## config.mk

```make
export PLATFORM = sky130hd
export DESIGN_NAME = txpkt_fifo
export DESIGN_NICKNAME = d
export VERILOG_FILES = /design/src/rtl/txf_pkg.sv /design/src/rtl/txf_wr_ctrl.sv /design/src/rtl/txf_store.sv /design/src/rtl/txf_rd_ctrl.sv /design/src/rtl/txf_level.sv /design/src/rtl/txpkt_fifo.sv
export SDC_FILE = /design/constraint.sdc
export NUM_CORES = 2
export LEC_CHECK = 0
export ABC_CLOCK_PERIOD_IN_PS = 4480
export CORE_UTILIZATION = 45
export CTS_BUF_LIST = sky130_fd_sc_hd__clkbuf_8
export DETAILED_ROUTE_END_ITERATION = 8
export SLEW_MARGIN = 25
export SYNTH_ARGS = -nofsm -noshare
export SYNTH_HDL_FRONTEND = slang
export SYNTH_SLANG_ARGS = --single-unit
export TNS_END_PERCENT = 10
```

## constraint.sdc

```tcl
create_clock -name clk -period 4.48 [get_ports clk]
set_input_delay 0.672 -clock clk [delete_from_list [all_inputs] [get_ports clk]]
set_output_delay 0.672 -clock clk [all_outputs]
set_load 0.02 [all_outputs]
```

## src/rtl/txf_pkg.sv

```systemverilog
package txf_pkg;

    localparam int TXF_DW = 8;

    typedef enum logic [1:0] {
        WR_FLUSH = 2'd0,
        WR_HUNT  = 2'd1,
        WR_PASS  = 2'd2
    } wr_state_t;

    typedef enum logic {
        RD_HEAD = 1'b0,
        RD_BODY = 1'b1
    } rd_state_t;

    typedef struct packed {
        logic              sop;
        logic              eop;
        logic [TXF_DW-1:0] data;
    } txf_ent_t;

endpackage

```

## src/rtl/txf_wr_ctrl.sv

```systemverilog
module txf_wr_ctrl
    import txf_pkg::*;
(
    input  logic clk,
    input  logic rst_n,
    input  logic flush,
    input  logic wr_en,
    input  logic wr_sop,
    input  logic full,
    output logic push,
    output logic ovf
);

    wr_state_t state_q, state_d;
    logic      want_store;
    logic      ovf_d;

    // state register
    always_ff @(posedge clk or negedge rst_n) begin
        if (!rst_n) begin
            state_q <= WR_HUNT;
        end else begin
            state_q <= state_d;
        end
    end

    // next state
    always_comb begin
        state_d = state_q;
        unique case (state_q)
            WR_FLUSH: if (!flush) state_d = WR_HUNT;
            WR_HUNT: begin
                if (flush) begin
                    state_d = WR_FLUSH;
                end else if (wr_en && wr_sop && !full) begin
                    state_d = WR_PASS;
                end
            end
            WR_PASS: if (flush) state_d = WR_FLUSH;
            default: state_d = WR_FLUSH;
        endcase
    end

    // outputs
    always_comb begin
        want_store = 1'b0;
        unique case (state_q)
            WR_FLUSH: want_store = 1'b0;
            WR_HUNT:  want_store = wr_en && wr_sop && !flush;
            WR_PASS:  want_store = wr_en && !flush;
            default:  want_store = 1'b0;
        endcase
        push  = want_store && !full;
        ovf_d = want_store && full;
    end

    always_ff @(posedge clk or negedge rst_n) begin
        if (!rst_n) begin
            ovf <= 1'b0;
        end else begin
            ovf <= ovf_d;
        end
    end

endmodule

```

## src/rtl/txf_store.sv

```systemverilog
module txf_store
    import txf_pkg::*;
#(
    parameter int ADDR_W = 8
) (
    input  logic          clk,
    input  logic          rst_n,
    input  logic          flush,
    input  logic          push,
    input  logic          pop,
    input  txf_ent_t      wr_ent,
    output txf_ent_t      rd_ent,
    output logic [ADDR_W:0] count,
    output logic [ADDR_W:0] pkt_cnt,
    output logic          empty,
    output logic          full
);

    localparam int DEPTH = 1 << ADDR_W;
    localparam logic [ADDR_W:0] DEPTH_CNT = (ADDR_W+1)'(DEPTH);

    txf_ent_t          mem_q [DEPTH];
    logic [ADDR_W-1:0] wp_q, rp_q;
    logic [ADDR_W:0]   cnt_q, pkts_q;
    logic              eop_in, eop_out;

    assign eop_in  = push && wr_ent.eop;
    assign eop_out = pop && rd_ent.eop;

    always_ff @(posedge clk) begin
        if (push) begin
            mem_q[wp_q] <= wr_ent;
        end
    end

    always_ff @(posedge clk or negedge rst_n) begin
        if (!rst_n) begin
            wp_q   <= '0;
            rp_q   <= '0;
            cnt_q  <= '0;
            pkts_q <= '0;
        end else if (flush) begin
            wp_q   <= '0;
            rp_q   <= '0;
            cnt_q  <= '0;
            pkts_q <= '0;
        end else begin
            if (push) wp_q <= wp_q + 1'b1;
            if (pop)  rp_q <= rp_q + 1'b1;
            unique case ({push, pop})
                2'b10:   cnt_q <= cnt_q + 1'b1;
                2'b01:   cnt_q <= cnt_q - 1'b1;
                default: cnt_q <= cnt_q;
            endcase
            unique case ({eop_in, eop_out})
                2'b10:   pkts_q <= pkts_q + 1'b1;
                2'b01:   pkts_q <= pkts_q - 1'b1;
                default: pkts_q <= pkts_q;
            endcase
        end
    end

    assign rd_ent  = mem_q[rp_q];
    assign count   = cnt_q;
    assign pkt_cnt = pkts_q;
    assign empty   = (cnt_q == '0);
    assign full    = (cnt_q == DEPTH_CNT);

endmodule

```

## src/rtl/txf_rd_ctrl.sv

```systemverilog
module txf_rd_ctrl
    import txf_pkg::*;
#(
    parameter int ADDR_W     = 8,
    parameter int HEAD_BYTES = 4
) (
    input  logic            clk,
    input  logic            rst_n,
    input  logic            flush,
    input  logic            rd_en,
    input  logic            empty,
    input  logic [ADDR_W:0] count,
    input  logic [ADDR_W:0] pkt_cnt,
    input  logic            head_eop,
    output logic            pop,
    output logic            rd_valid
);

    localparam logic [ADDR_W:0] HEAD_LIM = (ADDR_W+1)'(HEAD_BYTES);

    rd_state_t state_q, state_d;
    logic      release_ok;

    assign release_ok = (pkt_cnt != '0) || (count >= HEAD_LIM);

    // state register
    always_ff @(posedge clk or negedge rst_n) begin
        if (!rst_n) begin
            state_q <= RD_HEAD;
        end else begin
            state_q <= state_d;
        end
    end

    // next state
    always_comb begin
        state_d = state_q;
        unique case (state_q)
            RD_HEAD: begin
                if (flush) begin
                    state_d = RD_HEAD;
                end else if (pop && !head_eop) begin
                    state_d = RD_BODY;
                end
            end
            RD_BODY: begin
                if (flush) begin
                    state_d = RD_HEAD;
                end else if (pop && head_eop) begin
                    state_d = RD_HEAD;
                end
            end
            default: state_d = RD_HEAD;
        endcase
    end

    // outputs
    always_comb begin
        rd_valid = 1'b0;
        unique case (state_q)
            RD_HEAD: rd_valid = !flush && !empty && release_ok;
            RD_BODY: rd_valid = !flush && !empty;
            default: rd_valid = 1'b0;
        endcase
        pop = rd_valid && rd_en;
    end

endmodule

```

## src/rtl/txf_level.sv

```systemverilog
module txf_level #(
    parameter int ADDR_W = 8,
    parameter int LVL_W  = 5
) (
    input  logic [ADDR_W:0]  count,
    input  logic [LVL_W-1:0] lvl,
    output logic             space_ok
);

    localparam int DEPTH = 1 << ADDR_W;
    localparam int NW = (((LVL_W + 3) > (ADDR_W + 1)) ? (LVL_W + 3) : (ADDR_W + 1)) + 1;

    logic [NW-1:0] free_w;
    logic [NW-1:0] need_w;

    assign free_w   = NW'(DEPTH) - NW'(count);
    assign need_w   = NW'({lvl, 3'b000}) + NW'(1);
    assign space_ok = (free_w >= need_w);

endmodule

```

## src/rtl/txpkt_fifo.sv

```systemverilog
module txpkt_fifo
    import txf_pkg::*;
#(
    parameter int ADDR_W     = 8,
    parameter int LVL_W      = 5,
    parameter int HEAD_BYTES = 4
) (
    input  logic             clk,
    input  logic             rst_n,
    input  logic             flush,
    input  logic [LVL_W-1:0] lvl,
    input  logic             wr_en,
    input  logic [7:0]       wr_data,
    input  logic             wr_sop,
    input  logic             wr_eop,
    input  logic             rd_en,
    output logic             rd_valid,
    output logic [7:0]       rd_data,
    output logic             rd_sop,
    output logic             rd_eop,
    output logic             space_ok,
    output logic             ovf
);

    txf_ent_t        wr_ent, rd_ent;
    logic            push, pop, empty, full;
    logic [ADDR_W:0] count, pkt_cnt;

    assign wr_ent = '{sop: wr_sop, eop: wr_eop, data: wr_data};

    txf_wr_ctrl u_wr (
        .clk    (clk),
        .rst_n  (rst_n),
        .flush  (flush),
        .wr_en  (wr_en),
        .wr_sop (wr_sop),
        .full   (full),
        .push   (push),
        .ovf    (ovf)
    );

    txf_store #(.ADDR_W(ADDR_W)) u_store (
        .clk     (clk),
        .rst_n   (rst_n),
        .flush   (flush),
        .push    (push),
        .pop     (pop),
        .wr_ent  (wr_ent),
        .rd_ent  (rd_ent),
        .count   (count),
        .pkt_cnt (pkt_cnt),
        .empty   (empty),
        .full    (full)
    );

    txf_rd_ctrl #(.ADDR_W(ADDR_W), .HEAD_BYTES(HEAD_BYTES)) u_rd (
        .clk      (clk),
        .rst_n    (rst_n),
        .flush    (flush),
        .rd_en    (rd_en),
        .empty    (empty),
        .count    (count),
        .pkt_cnt  (pkt_cnt),
        .head_eop (rd_ent.eop),
        .pop      (pop),
        .rd_valid (rd_valid)
    );

    txf_level #(.ADDR_W(ADDR_W), .LVL_W(LVL_W)) u_lvl (
        .count    (count),
        .lvl      (lvl),
        .space_ok (space_ok)
    );

    assign rd_data = rd_ent.data;
    assign rd_sop  = rd_ent.sop;
    assign rd_eop  = rd_ent.eop;

endmodule

```

# Word-level counts from Yosys, hierarchy flattened

Memories as Yosys holds them, arrays and structs flattened.
Index checks and enable logic that the tools add are counted.

Output and inout port bits: 13
Memory bits (writable): 2560
Bits in registers: 38
Memories: 1
Input port bits: 20
Logic and storage cells: 76

Add/sub/neg operators: 8
$lt $le $gt $ge: 2
Reduce and logical (&&, ||, !) cells: 25
Bitwise operators: 1
Muxes and demuxes: 22
Eq/ne operators: 10

Memories:

| name          | words | bits a word | rd ports | clocked after memory_dff | wr ports | line            | source |
|---|---|---|---|---|---|---|---|
| u_store.mem_q | 256   | 10          | 1        | 0                        | 1        | txf_store.sv:22 | `txf_ent_t mem_q [DEPTH];` |

Operator list:

| operator             | count |
|---|---|
| $pmux 9 s2           | 2 |
| $mux 8               | 4 |
| $add 9x1->9 const B  | 2 |
| $mux 9               | 2 |
| $sub 9x1->9 const B  | 2 |
| $add 8x1->8 const B  | 2 |
| $logic_and 1x1->1    | 12 |
| $ge 10x10->1         | 1 |
| $sub 9x9->10 const A | 1 |
| $add 8x1->9 const B  | 1 |
| $eq 9x9->1 const B   | 1 |
| $ge 9x3->1 const B   | 1 |
| $logic_not 9->1      | 1 |
| $reduce_bool 9->1    | 1 |
| $mux 2               | 4 |
| $eq 2x1->1 const B   | 3 |
| $eq 2x2->1 const B   | 3 |
| $mux 1               | 6 |
| $pmux 1 s2           | 3 |
| $pmux 2 s3           | 1 |
| $reduce_bool 3->1    | 2 |
| $logic_not 1->1      | 4 |
| $ne 2x2->1 const B   | 2 |
| $reduce_bool 2->1    | 2 |
| other kinds (5)      | 5 |

# Depth between registers and ports, before layout

Word-level depth: 10
Gate-level depth with buffers: 21
Mapped depth without buffers: 19

# Cells and area by module

Synthesis repeated with hierarchy kept, for this count alone.

Cell total of the unflattened synthesis: 4342
Area, all modules: 101282.1 sq um

By module, submodules not included:

| module      | instances | area an instance (sq um) | cells each | sequential area each (sq um) |
|---|---|---|---|---|
| txf_store   | 1         | 100650.3                 | 4270       | 77724.5 |
| txf_wr_ctrl | 1         | 259.0                    | 28         | 76.3 |
| txf_level   | 1         | 249.0                    | 29         | 0.0 |
| txf_rd_ctrl | 1         | 123.9                    | 15         | 25.0 |

# Worst setup path after synthesis

OpenSTA, ideal clock, no wires.

Path kind: register to register
Start: register u_store.cnt_q[0] (netlist: u_store.count[0])
End: register u_store.cnt_q[8] (netlist: u_store.count[8])
Setup slack: 0.089 ns
Library setup time: 0.140 ns
Period minus slack after synthesis: 4.391 ns
Required time: 4.340 ns
Buffers on the path: 0
Data arrival time: 4.251 ns
Cell stages (with the launch flop): 20
Cells stage by stage: dfrtp_1 nor4_1 nor2b_1 nand2b_1 nor3_1 ha_1 a311oi_1 nand2_1 nor2_1 ha_1 a21o_1 a21oi_1 o21bai_1 a21oi_1 o21bai_1 a21oi_1 nand2_1 o21a_1 a21oi_1 o32ai_1

Word-level cells in the longest chain between the ends: 9
Elaborated cells on any way between the ends: 18
Those cells by class: add/sub: 2; order compare: 1; eq/ne: 3; mux: 3; reduce/logical: 9

RTL lines:

| element                                            | line              | source |
|---|---|---|
| from (decl)                                        | txf_store.sv:24   | `logic [ADDR_W:0] cnt_q, pkts_q;` |
| from (signal assigned)                             | txf_store.sv:51   | `2'b10: cnt_q <= cnt_q + 1'b1;` |
| from (signal assigned)                             | txf_store.sv:52   | `2'b01: cnt_q <= cnt_q - 1'b1;` |
| from (signal assigned)                             | txf_store.sv:53   | `default: cnt_q <= cnt_q;` |
| branches (longest 4 deep; another with $ge 9x3->1) | -                 |  |
| $pmux 1 s2 *                                       | txf_rd_ctrl.sv:60 | `unique case (state_q)` |
| net rd_valid                                       | txpkt_fifo.sv:17  | `output logic rd_valid,` |
| $logic_and 1x1->1 *                                | txf_rd_ctrl.sv:65 | `pop = rd_valid && rd_en;` |
| $eq 2x1->1 / $eq 2x2->1 (equally long branches)    | txf_store.sv:50   | `unique case ({push, pop})` |
| $pmux 9 s2                                         | txf_store.sv:50   |  |
| $mux 9                                             | txf_store.sv:42   | `end else if (flush) begin` |

Mark *: on every way through the listed nets, which the timed path passes.
A chain may end at the register's enable or synchronous reset.

# Worst setup path in the final report

Start: register u_store.rp_q[0]
End: output port rd_data[6]

Word-level cells in the longest chain between the ends: 1

RTL lines:

| element                | line             | source |
|---|---|---|
| from (decl)            | txf_store.sv:23  | `logic [ADDR_W-1:0] wp_q, rp_q;` |
| from (signal assigned) | txf_store.sv:49  | `if (pop) rp_q <= rp_q + 1'b1;` |
| $mem_v2 256x10         | -                |  |
| to (decl)              | txpkt_fifo.sv:18 | `output logic [7:0] rd_data,` |

Every way passes these cells.

==> results.yml <==
grt:
  grt_pass1_wl_um: 368000
  grt_usage: 0.226
  grt_max_degree: 143
  antenna_found_initial: 8
  grt_pass1_vias: 50100
  overflow: 0
outcome:
  violations: "setup timing"
  status: "finished, violations left"
pwr:
  p_sw_frac: 0.242
  finalPower_mw: 51.5
  powerDensity_nw_per_um2: 440
  netSwitchingPower_mw: 12.4
  irDropWorstVdd_uv: 335
  clkPwrFrac: 0.355
  p_int_mw: 39.1
  p_leak_nw: 36.7
  pwr-share-seq: 0.522
  pwr-share-comb: 0.123
run:
  drv_cap: 0
worst_setup_path:
  path_max_fanout: 12
  critPathKind: "reg -> out"
  r2r-end: "u_store.pkt_cnt[7]$_DFFE_PN0P_"
  crit_start: "u_store.rp_q[0]$_DFFE_PN0P_"
  crit_chain: "buf_12 -> buf_16 -> buf_12 -> mux4_2 -> mux4_2 -> mux4_2 -> mux4_2 -> buf_6"
  cpPeakStageDelay_ps: 640
  r2r-start: "u_store.rp_q[0]$_DFFE_PN0P_"
  startpoint_type: "flop"
  cp_common_cell: "mux4_2"
  critPathArrivalTime_ps: 4780
  reg2reg_depth: 18
  end_kind: "output pin"
  required_ps: 3810
  rrSetupSlack_ps: -330
  slowest_stage: "mux4_2"
cts:
  clk_path_buf_depth: 4
  clk_pin_slew_ps: 60
  htree_levels: 5
  clock_sinks: 2598
  cts-root-buf: "clkbuf_8"
  cts_tree: "yes"
  worst_skew_pair.late_latency_ps: 1120
  numCtsBuffers: 426
sta:
  rsz0062_at_grt: "yes"
  fin_crit_sh: 1.22
  drv_slew: 0
  max-slew-margin-rel: 0.249
  tns_ps: -9890
  fin_ws_ps: -971
  tightest_slew_ps: 1130
  fmax_ghz: 0.183
  hold_viol_final: 0
  finClkSkew_ps: 124
  setup_violations: 13
  period_needed_ps: 5450
synth:
  yosysWarnings: 0
  synth_top_area_share: 0.759
  synthFlopType: "edfxtp_1"
  async_flop_share: 0.0146
  syn_inst: 4338
  avgSynthCellArea_um2: 23.3
  synth_cell_types: 66
  synth_largest_area_cell: "edfxtp_1"
  synth_edf_count: 2560
  synthTopCellsByArea: "edfxtp_1 76%, mux4_2 18%, nor2_1 1.2%"
  syn_area_um2: 101000
  yosysSeqAreaShare: 0.769
  synth_nets: 4384
  synth-seq-cells: 2598
worst_hold_path:
  hold_end: "u_store.mem_q[164][6]$_DFFE_PP_"
  holdCritStartpoint: "wr_data[6]"
  hp-class: "in -> reg"
  hold_path_depth: 1
finish:
  final_util: 0.526
  area_growth_pct: 15.7
  fill_cells: 17300
  drive_above_1_share: 0.357
  nets: 5169
  most-common-layout-cells: "2560 x edfxtp_1, 816 x mux4_2, 465 x buf_4, 434 x clkbuf_8, 311 x nor2_1"
  final_common_cell: "edfxtp_1"
route:
  drt-pass1-iter-count: 7
  drtIter0Drc: 5150
  drc_errors: 0
  vias: 49200
  postRouteAntennaNets: 0
  wl_um: 257000
  post_drt_wl_per_cell_um: 30.6
  routed_via_density: 5.85
placed_design:
  dp_hpwl_um: 157000
  port_buffers: 32
  place.gp.congestion: 0.863
floorplan:
  initial_utilization: 0.454
  dieWidth_um: 476
  core-area_um2: 223000
  io_pins: 33
  die_y_um: 476
  die_area_um2: 227000
  rows: 173
-- registers in the layout, indices dropped and copies added (netlist names) --
signal / count
u_store.mem_q: 2560
u_store.count: 9
u_store.pkt_cnt: 9
u_store.rp_q: 8
u_store.wp_q: 8
u_wr.state_q: 2
u_rd.state_q: 1
u_wr.ovf: 1
-- logic make-up (layout without fill, tap and decap cells) --
| logic type | after synthesis | count (layout) | share of synthesized area |
|---|---|---|---|
| DFF | 2598 | 2598 | 0.769 |
| muxes | 865 | 865 | 0.186 |
| and+or+nand+nor | 458 | 458 | 0.0190 |
| buffers and inverters | 267 | 1359 | 0.0130 |
| AOI/OAI and AO/OA | 96 | 96 | 0.00707 |
| xor gates and xnor gates | 28 | 28 | 0.00242 |
| adders and majority gates | 26 | 26 | 0.00329 |
| other | 0 | 9 | 0 |
-- power groups by stage --
stage | sequential (mW) | combinational, mW | clock [mW]
CTS | 26.9 | 6.29 | 18.7
floorplan | 27.3 | 3.67 | 0
finish | 26.9 | 6.33 | 18.3
detailed placement | 27.4 | 5.99 | 0
global placement | 27.4 | 5.92 | 0
global route | 26.9 | 6.69 | 19.7
-- timing repair --
action / 4_1_cts / 5_1_grt
hold endpoints to repair: 66 / 0
hold buffers: 3 / 0
pin swaps: 1 / 1
gates cloned: 6 / 4
buffers inserted: 28 / 18
setup endpoints to repair: 20 / 17
gates resized for setup: 53 / 28
-- per-layer routing --
layer / share of wire / wire length (µm) / track usage / vias to the layer above
li1: - / - / - / 20100
met4: 0.028 / 7110 / 0.0675 / 0
met2: 0.48 / 124000 / 0.357 / 1963
met5: 0 / 0 / 0 / -
met3: 0.070 / 18100 / 0.0426 / 403
met1: 0.42 / 107000 / 0.323 / 26800
-- cell usage after synthesis (4+ instances only) --
library cell and instances:
dfrtp_1 37, o21ai_0 10, xnor2_1 17, o22ai_1 4
buf_4 48, edfxtp_1 2560, a21oi_1 12, o21a_1 5
buf_6 11, nor3b_1 4, a211oi_1 7, nand3_1 18
buf_2 38, nand2_1 65, nor2_1 311, o31ai_1 7
nor3_1 9, mux2_2 7, inv_1 23, buf_1 30
o31a_1 4, nor4_1 11, ha_1 25, and2_1 4
clkbuf_1 116, a21o_1 8, and3_1 5, nor2b_1 13
xor2_1 11, mux2i_1 42, mux4_2 816
-- stage by stage --
| stage | setup WS, ps | instances | cell area, µm² | hold slack (ps) |
|---|---|---|---|---|
| 3_5_place_dp | -575 | 7611 | 109000 | 495 |
| 3_3_place_gp | -546 | 7611 | 109000 | 478 |
| 6_report | -971 | 8414 | 117000 | 64.5 |
| 5_1_grt | -1010 | 8411 | 117000 | 34.4 |
| 2_1_floorplan | 88.6 | 4338 | 101000 | 376 |
| 4_1_cts | -1060 | 8383 | 117000 | 13.9 |
-- worst max-delay path by stage --
stage                                      to  slack, ps  depth (start not counted)
2_1_floorplan    u_store.count[8]$_DFFE_PN0P_         90                         19
3_5_place_dp   u_store.pkt_cnt[7]$_DFFE_PN0P_       -580                         19
5_1_grt                            rd_data[1]      -1010                          8
4_1_cts                            rd_data[2]      -1060                         10
3_3_place_gp   u_store.pkt_cnt[8]$_DFFE_PN0P_       -550                         20
6_report                           rd_data[6]       -970                          8
-- worst max-delay path: cells and delay by family (launching register included) --
| family | cells | cell delay, ps |
|---|---|---|
| mux | 4 | 2370 |
| buf+inv | 4 | 740 |
| flops | 1 | 500 |
-- area by class of cell --
class	instances	area, µm²	share of cell area
Antenna cell	9	22.5	0.000192
Tap cell	2975	3720	0.0318
Timing Repair Buffer	600	5940	0.0507
Sequential cell	2598	77800	0.664
Clock inverter	301	1330	0.0114
Clock buffer	434	5970	0.0510
Multi-Input combinational cell	1473	22200	0.190
Inverter	24	90.1	0.000769
No activity file was read; power rests on OpenSTA's default activity.
